[src/rtl/wlock_pkg.sv]
package wlock_pkg;

  typedef enum logic [1:0] {
    WIN_NONE = 2'd0,
    WIN_DATA = 2'd1,
    WIN_MIRR = 2'd2,
    WIN_LOCK = 2'd3
  } win_e;

  localparam logic [1:0] PC_NONE = 2'd0;
  localparam logic [1:0] PC_BYTE = 2'd1;
  localparam logic [1:0] PC_HALF = 2'd2;
  localparam logic [1:0] PC_WORD = 2'd3;

  function automatic logic [2:0] size_bytes(input logic [1:0] sz);
    case (sz)
      2'd0:    size_bytes = 3'd1;
      2'd1:    size_bytes = 3'd2;
      default: size_bytes = 3'd4;
    endcase
  endfunction

  function automatic logic [3:0] lane_mask(input logic [1:0] sz, input logic [1:0] lo);
    case (sz)
      2'd0:    lane_mask = 4'b0001 << lo;
      2'd1:    lane_mask = 4'b0011 << lo;
      default: lane_mask = 4'b1111;
    endcase
  endfunction

  // Lock bit that supplies enable/data for bit b under class pc
  function automatic int src_bit(input logic [1:0] pc, input int b);
    if (pc == PC_HALF)      src_bit = b & 2;
    else if (pc == PC_WORD) src_bit = 0;
    else                    src_bit = b;
  endfunction

endpackage

[src/rtl/wlock_decode.sv]
module wlock_decode
  import wlock_pkg::*;
#(
  parameter int AW          = 16,
  parameter int NB          = 16,
  parameter int NL          = 4,
  parameter int MIRROR_BASE = 'h2000,
  parameter int LOCK_BASE   = 'h1000
) (
  input  logic [AW-1:0] addr,
  input  logic [1:0]    size,
  output logic          valid,
  output win_e          win,
  output logic [AW-3:0] widx,
  output logic [3:0]    be
);
  localparam logic [AW:0]   D_END  = (AW+1)'(NB);
  localparam logic [AW:0]   M_LO   = (AW+1)'(MIRROR_BASE);
  localparam logic [AW:0]   M_END  = (AW+1)'(MIRROR_BASE + NB);
  localparam logic [AW:0]   L_LO   = (AW+1)'(LOCK_BASE);
  localparam logic [AW:0]   L_END  = (AW+1)'(LOCK_BASE + NL);
  localparam logic [AW-1:0] M_OFS  = AW'(MIRROR_BASE);
  localparam logic [AW-1:0] L_OFS  = AW'(LOCK_BASE);

  logic [AW:0]   a_ext;
  logic [AW:0]   last;
  logic [AW-1:0] rel;
  logic          aligned;

  always_comb begin
    a_ext = {1'b0, addr};
    last  = a_ext + (AW+1)'(size_bytes(size)) - (AW+1)'(1);
    case (size)
      2'd0:    aligned = 1'b1;
      2'd1:    aligned = ~addr[0];
      2'd2:    aligned = (addr[1:0] == 2'b00);
      default: aligned = 1'b0;
    endcase
    win = WIN_NONE;
    rel = addr;
    if (last < D_END) begin
      win = WIN_DATA;
    end else if (a_ext >= M_LO && last < M_END) begin
      win = WIN_MIRR;
      rel = addr - M_OFS;
    end else if (a_ext >= L_LO && last < L_END) begin
      win = WIN_LOCK;
      rel = addr - L_OFS;
    end
    valid = aligned && (win != WIN_NONE);
    widx  = rel[AW-1:2];
    be    = lane_mask(size, rel[1:0]);
  end

endmodule

[src/rtl/wlock_regs.sv]
module wlock_regs #(
  parameter int NB = 16
) (
  input  logic            clk,
  input  logic            rst,
  input  logic [NB-1:0]   wen,
  input  logic [31:0]     wdata,
  output logic [8*NB-1:0] bytes_q
);
  for (genvar k = 0; k < NB; k++) begin : g_byte
    always_ff @(posedge clk) begin
      if (rst)         bytes_q[8*k +: 8] <= 8'h00;
      else if (wen[k]) bytes_q[8*k +: 8] <= wdata[8*(k%4) +: 8];
    end
  end
endmodule

[src/rtl/wlock_locks.sv]
module wlock_locks
  import wlock_pkg::*;
#(
  parameter int          NB   = 16,
  parameter int          NL   = NB / 4,
  parameter logic [63:0] PROT = 64'h4AAAFF55
) (
  input  logic          clk,
  input  logic          rst,
  input  logic [NL-1:0] lwr,
  input  logic [31:0]   wdata,
  input  logic [NB-1:0] mset,
  output logic [NB-1:0] lock_q
);
  for (genvar j = 0; j < NL; j++) begin : g_reg
    logic [7:0] wd;
    assign wd = wdata[8*(j%4) +: 8];
    for (genvar b = 0; b < 4; b++) begin : g_bit
      localparam int         K   = 4*j + b;
      localparam logic [1:0] PC  = PROT[2*K +: 2];
      localparam int         SRC = src_bit(PC, b);
      if (PC == PC_NONE) begin : g_off
        assign lock_q[K] = 1'b0;
      end else begin : g_on
        logic set_n;
        assign set_n = (lwr[j] & wd[4+SRC] & wd[SRC]) | mset[K];
        always_ff @(posedge clk) begin
          if (rst)        lock_q[K] <= 1'b0;
          else if (set_n) lock_q[K] <= 1'b1;
        end
      end
    end
  end
endmodule

[src/rtl/wlock_guard.sv]
module wlock_guard
  import wlock_pkg::*;
#(
  parameter int          AW          = 16,
  parameter int          NB          = 16,
  parameter int          MIRROR_BASE = 'h2000,
  parameter int          LOCK_BASE   = 'h1000,
  parameter logic [63:0] PROT        = 64'h4AAAFF55
) (
  input  logic          clk,
  input  logic          rst,
  input  logic          req,
  input  logic          we,
  input  logic [AW-1:0] addr,
  input  logic [1:0]    size,
  input  logic [31:0]   wdata,
  output logic          ack,
  output logic          err,
  output logic [31:0]   rdata
);
  localparam int NL  = NB / 4;
  localparam int WIX = AW - 2;

  logic            valid;
  win_e            win;
  logic [WIX-1:0]  widx;
  logic [3:0]      be;
  logic            data_win;
  logic [NB-1:0]   hit, wen, mset, lock_q;
  logic [NL-1:0]   lwr;
  logic [8*NB-1:0] bytes_q;
  logic            err_n;
  logic [31:0]     rd_n;

  wlock_decode #(
    .AW(AW), .NB(NB), .NL(NL), .MIRROR_BASE(MIRROR_BASE), .LOCK_BASE(LOCK_BASE)
  ) u_dec (
    .addr(addr), .size(size), .valid(valid), .win(win), .widx(widx), .be(be)
  );

  assign data_win = (win == WIN_DATA) || (win == WIN_MIRR);

  for (genvar k = 0; k < NB; k++) begin : g_hit
    localparam logic [1:0] PC = PROT[2*k +: 2];
    assign hit[k]  = req & we & valid & data_win &
                     (widx == WIX'(k/4)) & be[k%4];
    assign wen[k]  = hit[k] & ~lock_q[k];
    assign mset[k] = hit[k] & (win == WIN_MIRR) & (PC != PC_NONE);
  end

  for (genvar j = 0; j < NL; j++) begin : g_lwr
    assign lwr[j] = req & we & valid & (win == WIN_LOCK) &
                    (widx == WIX'(j/4)) & be[j%4];
  end

  wlock_regs #(.NB(NB)) u_regs (
    .clk(clk), .rst(rst), .wen(wen), .wdata(wdata), .bytes_q(bytes_q)
  );

  wlock_locks #(.NB(NB), .NL(NL), .PROT(PROT)) u_locks (
    .clk(clk), .rst(rst), .lwr(lwr), .wdata(wdata), .mset(mset), .lock_q(lock_q)
  );

  assign err_n = (req & ~valid) | (|(hit & lock_q));

  always_comb begin
    rd_n = '0;
    for (int k = 0; k < NB; k++) begin
      if (data_win && widx == WIX'(k/4) && be[k%4])
        rd_n[8*(k%4) +: 8] = bytes_q[8*k +: 8];
    end
    for (int j = 0; j < NL; j++) begin
      if (win == WIN_LOCK && widx == WIX'(j/4) && be[j%4])
        rd_n[8*(j%4) +: 8] = {4'b0000, lock_q[4*j +: 4]};
    end
  end

  always_ff @(posedge clk) begin
    if (rst) begin
      ack   <= 1'b0;
      err   <= 1'b0;
      rdata <= '0;
    end else begin
      ack   <= req;
      err   <= err_n;
      rdata <= (req && !we && valid) ? rd_n : 32'h0;
    end
  end

endmodule

[config.mk]
export PLATFORM = sky130hd
export DESIGN_NAME = wlock_guard
export DESIGN_NICKNAME = d
export VERILOG_FILES = /design/src/rtl/wlock_pkg.sv /design/src/rtl/wlock_decode.sv /design/src/rtl/wlock_regs.sv /design/src/rtl/wlock_locks.sv /design/src/rtl/wlock_guard.sv
export SDC_FILE = /design/constraint.sdc
export NUM_CORES = 1
export LEC_CHECK = 0
export BUFFER_PORTS_ARGS = -buffer_cell sky130_fd_sc_hd__buf_2
export CAP_MARGIN = 10
export CELL_PAD_IN_SITES_DETAIL_PLACEMENT = 1
export CELL_PAD_IN_SITES_GLOBAL_PLACEMENT = 1
export CORE_MARGIN = 2
export CORE_UTILIZATION = 49
export DETAILED_ROUTE_END_ITERATION = 16
export PLACE_DENSITY = 0.81
export SLEW_MARGIN = 20
export SYNTH_ARGS = -nofsm -noshare
export SYNTH_HDL_FRONTEND = slang
export SYNTH_HIERARCHICAL = 1
export SYNTH_SLANG_ARGS = --single-unit
[constraint.sdc]
create_clock -name clk -period 11.1 [get_ports clk]
set_input_delay 1.11 -clock clk [delete_from_list [all_inputs] [get_ports clk]]
set_output_delay 1.11 -clock clk [all_outputs]
set_load 0.02 [all_outputs]
==> reports/qor.txt, run 1 <==
outcome - finished, final reports clean
Data arrival, critical path - 7530 ps
power share of the sequential group - 44.8%
clock power share - 45.9%
Post-DP Area - 9500 um2
critical path's largest stage delay - 880 ps
HP Class - flop to flop
final instance area - 10,100 um2
VDD IR max - 108 uV
Worst path slowest cell - nor2_1
RR Endpoint - u_regs/bytes_q[17]
clk_skew - 7.97 ps
max-capacitance violation count - 0
placed cells - 1,275
Max Transition Viols Final - 0
Starting Density - 50.4%
FMAX - 0.138 GHz
die height - 141 um
CTS Buf Count - 17
final hold viol count - 0
Clock Tree Root - clkbuf_16
drt pass-1 iters - 8
Final Total Pwr - 1.42 mW
Cell Pwr Density - 140 nW/um2
Post-DRT Antenna Nets - 0
Post-Syn Instances - 1,012
most frequent cells in the layout - nor2_1, dfxtp_1, mux2i_1
final wirelength - 27.1 mm
Worst Hold Depth - 2
average wire per standard cell - 20.7 um
core box area - 18,100 um2
Static Leak - 3.64 nW
startpoint types - input pin
fill cell count - 2,139
Syn Nets - 1,096
CP startpoint - addr[2]
reg2reg path depth - 3
Max FO, Critical Path - 23
# H-tree levels - 4
Layout Nets - 1,149
multi-input logic area - 4990 um2
Worst-path clk slew - 70 ps
Comb power frac - 9.3%
DIE AREA - 19,800 um2
Max clock buf depth - 2
Iteration-0 DRC Markers - 466
FP Rows - 49
routability cong. - 0.876
CP Data Required Time - 11,400 ps
Worst Setup Path Type - input pin to flop
Util after Layout - 55.9%
Die Width - 141 um
RSZ-0062 raised after global routing - no
IO buf count - 87
TritonCTS clock tree - yes
via count - 7,863
Synth-to-Final Area Change - 10.9%
GR Overflow Total - 0
# setup viols final - 0
mean post-synth cell area - 9.04 um2
cells resized by post-CTS repair - 0
vias in the first global route - 8,047
layout cells sized above 1 - 16.7%
GRT Util Overall - 27.4%
warnings from Yosys - 6
min Tclk post-route - 7230 ps
cts hold-fix bufs - 0
CP cell instances - buf_2, inv_1, ha_1, fa_1, nand2b_1, a211o_1, a21oi_1, o21ai_0, a2111oi_2, and4_1, o2111a_1, a21oi_2, nor3b_2, xnor2_1, nor4_2, and2_1, nand3_1, nor2_1, mux2i_1, nor2_1
first-pass GRT wire length - 43.2 mm
Worst-Margin Slew - 1140 ps
HPWL Detailed - 18.4 mm
ANT cells - 0
leading cell type in the layout, fill and taps excluded - nor2_1
Register Area - 3540 um2
Sink Count - 177
R2R Setup Slk - 9320 ps
Worst Setup End Kind - flop
IO Count - 88
final worst-path cycle share - 65.1%
Sw Share - 25.2%
Residual DRC - 0
relative slew slack - 24.0%
net switching power - 0.358 mW
Worst-Skew Late Latency - 450 ps
pin count of the biggest net entering global routing - 76
setup repair bufs after CTS - 0
initial antenna violation count - 0
Cell Area, Synth - 9150 um2
Final Non-Filler Cells - 1,306
min-delay src - u_regs/bytes_q[109]
Hold EP - rdata[13]
TNS Setup - 0 ps
worst r2r src - u_locks/lock_q[2]
CP most frequent cell - nor2_1
internal power - 1.06 mW
vias per cell - 6.02
==> registers in the layout, indices dropped and copies added (netlist names) <==
name,cells
rdata,32
u_regs/bytes_q,128
ack,1
err,1
u_locks/lock_q,15
==> critical path: cells and delay by family <==
family / cells / cell delay, ps
and+or+nand+nor: 8 / 3060
xor gates and xnor gates: 1 / 110
AOI/OAI and AO/OA: 6 / 1530
muxes: 1 / 310
adders and majority gates: 2 / 800
buffers and inverters: 2 / 590
==> stage by stage <==
| step | hold slack (ps) | worst slack [ps] |
|---|---|---|
| after floorplan | 429 | 5000 |
| after global placement | 453 | 3610 |
| after detailed placement | 468 | 3320 |
| after CTS | 482 | 3760 |
| after global routing | 483 | 3480 |
| final | 471 | 3870 |
==> power by group through the flow <==
| stage | Clock (mW) | Combinational [mW] | Sequential [mW] |
|---|---|---|---|
| after global routing | 0.686 | 0.144 | 0.635 |
| after detailed placement | 0 | 0.129 | 0.650 |
| after floorplan | 0 | 0.0908 | 0.650 |
| after global placement | 0 | 0.127 | 0.650 |
| after CTS | 0.662 | 0.130 | 0.635 |
| final | 0.651 | 0.132 | 0.635 |
==> cell type report <==
| type | count | area share (%) |
|---|---|---|
| multi-input cells | 728 | 49.2 |
| flip-flops and latches | 177 | 34.9 |
| repair buffers | 102 | 5.42 |
| clock buffers | 18 | 4.23 |
| well taps | 229 | 2.82 |
| clock inverters | 13 | 1.95 |
| inverters | 39 | 1.44 |
==> metal layers <==
layer / vias up / part of all wire (%) / global-route usage, %
li1: 3715 / - / -
met1: 3914 / 46 / 36.8
met2: 211 / 48 / 46.0
met3: 23 / 4.5 / 4.96
met4: 0 / 0.97 / 6.84
met5: - / 0 / 0
==> how the worst max path moves through the flow <==
stage | end | slack (ps) | cells past startpoint
after floorplan | u_regs/bytes_q[104] | 5000 | 24
after global placement | u_regs/bytes_q[64] | 3610 | 19
after detailed placement | u_regs/bytes_q[80] | 3320 | 19
after CTS | u_regs/bytes_q[92] | 3760 | 19
after global routing | u_regs/bytes_q[64] | 3480 | 19
final | u_regs/bytes_q[37] | 3870 | 20
No activity file was read; power rests on OpenSTA's default activity.
==> run 2, diff against run 1 <==
CORE_UTILIZATION = 46   (was 49)
PLACE_DENSITY = 0.76   (was 0.81)
clock period = 6.72 ns   (was 11.1 ns; I/O delays follow)
==> run 2 against run 1 <==
  * Combinational power increased by 65%
  * Wire length is 1.5% lower
  * Core utilization decreased by 3.0 points
  * Highest routed layer unchanged
  * Power grew 62%
  * Sequential share of layout area fell by 0.51 points
  * Setup slack worse by 3300 ps
  * Flip-flop and latch count stayed put
  * Non-clock buffer count grew 18
  * Die area up 6.3%
==> reports/qor.txt, run 2 (synthesis gave the netlist of run 1 again) <==
cells resized by post-CTS repair - 0 (unchanged)
setup repair bufs after CTS - 0 (unchanged)
TritonCTS clock tree - yes
initial antenna violation count - 0 (unchanged)
first-pass GRT wire length - 43.3 mm (+0.22%)
Largest Register - u_regs/bytes_q
Max Transition Viols Final - 0 (unchanged)
IO buf count - 87 (unchanged)
RR Endpoint - err
IO Count - 88 (unchanged)
Worst Setup End Kind - flop
Min Hold Slack - 469 ps (-1.82 ps)
final worst-path cycle share - 91.2%
Die Width - 145 um (+3.1%)
DR WL met3 - 1.08 mm (-11%)
# setup viols final - 0 (unchanged)
routability cong. - 0.829 (-5.3%)
wire length on met2 - 12.8 mm (-2.8%)
core box area - 19,500 um2 (+7.2%)
final hold viol count - 0 (unchanged)
Cell Pwr Density - 224 nW/um2 (+60%)
max reg flops - 128 (unchanged)
VDD IR max - 171 uV (+59%)
HP Class - flop to flop
Sink Count - 177 (unchanged)
Iteration-0 DRC Markers - 456 (-2.1%)
WP buf/inv - 5 (+3)
RSZ-0062 raised after global routing - no
FP Rows - 51 (+4.1%)
average wire per standard cell - 19.6 um (-5.5%)
relative slew slack - 33.9% (+9.8 points)
GRT Util Overall - 25.3% (-2.1 points)
min Tclk post-route - 6130 ps
# H-tree levels - 4 (unchanged)
Worst Hold Depth - 2 (unchanged)
Worst-path clk slew - 70 ps (about the same)
CTS Buf Count - 17 (unchanged)
Top Metal Used - met4
Post-DRT Antenna Nets - 0 (unchanged)
CP cell instances - buf_2, inv_1, nand2_1, ha_1, nand2b_1, fa_1, nand2b_1, a211o_1, a21oi_1, o21ai_0, a2111oi_2, and4_1, o2111a_1, inv_1, a21o_1, inv_1, ha_1, or2b_2, or4_1, or2_4, nor3_1, buf_4, mux2i_1, nor2_1
final wirelength - 26.7 mm (-1.5%)
Static Leak - 3.74 nW (+2.6%)
CP Depth - 24 (+20%)
ANT cells - 0 (unchanged)
layout cells sized above 1 - 18.2% (+1.5 points)
max-capacitance violation count - 0 (unchanged)
worst r2r src - u_locks/lock_q[12]
Largest regs - u_regs/bytes_q (128), rdata (32), u_locks/lock_q (15)
via count - 7,817 (-0.59%)
placed cells - 1,329 (+4.2%)
min-delay src - u_regs/bytes_q[118]
critical path's largest stage delay - 590 ps (-290 ps)
Data arrival, critical path - 6400 ps (-1130 ps)
startpoint types - input pin
pin count of the biggest net entering global routing - 94 (+24%)
Worst Setup Path Type - input pin to flop
CP most frequent cell - inv_1
Layout Nets - 1,167 (+1.6%)
Max clock buf depth - 2 (unchanged)
Worst-Margin Slew - 992 ps (-143 ps)
CP Data Required Time - 7000 ps (-4400 ps)
vias in the first global route - 8,085 (+0.47%)
vias per cell - 5.74 (-4.6%)
most frequent cells in the layout - nor2_1, dfxtp_1, mux2i_1
Worst-Skew Late Latency - 430 ps (-20 ps)
Util after Layout - 52.9% (-3.0 points)
TNS Setup - 0 ps (unchanged)
outcome - finished, final reports clean
cts hold-fix bufs - 0 (unchanged)
DRT met1 WL - 12.6 mm (+0.58%)
Final Non-Filler Cells - 1,361 (+4.2%)
clk_skew - 8.84 ps (+0.867 ps)
Synth-to-Final Area Change - 12.6%
DIE AREA - 21,000 um2 (+6.3%)
HPWL Detailed - 18.7 mm (+1.3%)
Hold EP - rdata[22]
Max FO, Critical Path - 9 (-61%)
die height - 145 um (+3.1%)
Worst path slowest cell - or4_1
Clock Tree Root - clkbuf_16
FMAX - 0.163 GHz
fill cell count - 2,297 (+7.4%)
leading cell type in the layout, fill and taps excluded - nor2_1
Top delay family on crit path - simple AND/OR/NAND/NOR gates
drt pass-1 iters - 5 (-3)
GR Overflow Total - 0 (unchanged)
reg2reg path depth - 5 (+2)
Starting Density - 47.0% (-3.4 points)
R2R Setup Slk - 4990 ps (-4330 ps)
Residual DRC - 0 (unchanged)
run 2: cell types whose count changed in the layout (fill, tap and decap cells not counted):
cell / before / now
clkbuf_8: 0 / 4
clkbuf_1: 1 / 0
clkinv_4: 1 / 4
inv_6: 3 / 2
nor4_4: 3 / 0
buf_4: 16 / 34
bufinv_16: 4 / 2
clkinvlp_4: 2 / 1
clkinv_2: 1 / 0
nor4_2: 6 / 9
run 2: how the worst max path moves through the flow:
stage	slack, ps	to	startpoint
after floorplan	1060	u_regs/bytes_q[104]	size[1]
after global placement	450	u_regs/bytes_q[105]	size[1]
after detailed placement	230	u_regs/bytes_q[108]	size[1]
after CTS	590	u_regs/bytes_q[107]	size[1]
after global routing	50	u_regs/bytes_q[124]	size[1]
final	590	u_regs/bytes_q[107]	size[1]
run 2: worst min-delay path, cell delays in order (launching register included):
cell and delay (ps):
dfxtp_1 320, nand2_1 50, a21oi_1 50
run 2: area by class of cell:
| class | instances | area [um2] | area share [%] |
|---|---|---|---|
| tap | 265 | 332 | 3.22 |
| inverter | 39 | 146 | 1.42 |
| sequential | 177 | 3540 | 34.4 |
| clock buffer | 21 | 480 | 4.67 |
| multi-input combinational | 728 | 4970 | 48.2 |
| timing repair buffer | 120 | 686 | 6.66 |
| clock inverter | 11 | 143 | 1.39 |
run 2: layer usage:
metal  vias up  GRT usage, %
li1       3737             -
met1      3885          33.8
met2       172          43.0
met3        23          3.84
met4         0          6.29
met5         -             0
run 2: through the flow:
stage | cell area, um2 | power (mW) | setup slack [ps]
CTS | 10300 | 2.31 | 594
global placement | 9680 | 1.29 | 449
detailed placement | 9680 | 1.29 | 234
finish | 10300 | 2.30 | 593
floorplan | 9150 | 1.22 | 1060
global route | 10300 | 2.38 | 45.8
run 2: power by group:
part | total, mW | internal [mW] | switching (mW) | leakage (nW)
logic | 0.218 | 0.0747 | 0.143 | 2.01
registers | 1.05 | 1.05 | 0.000169 | 1.43
clock network | 1.03 | 0.598 | 0.437 | 0.304
total | 2.30 | 1.72 | 0.581 | 3.74
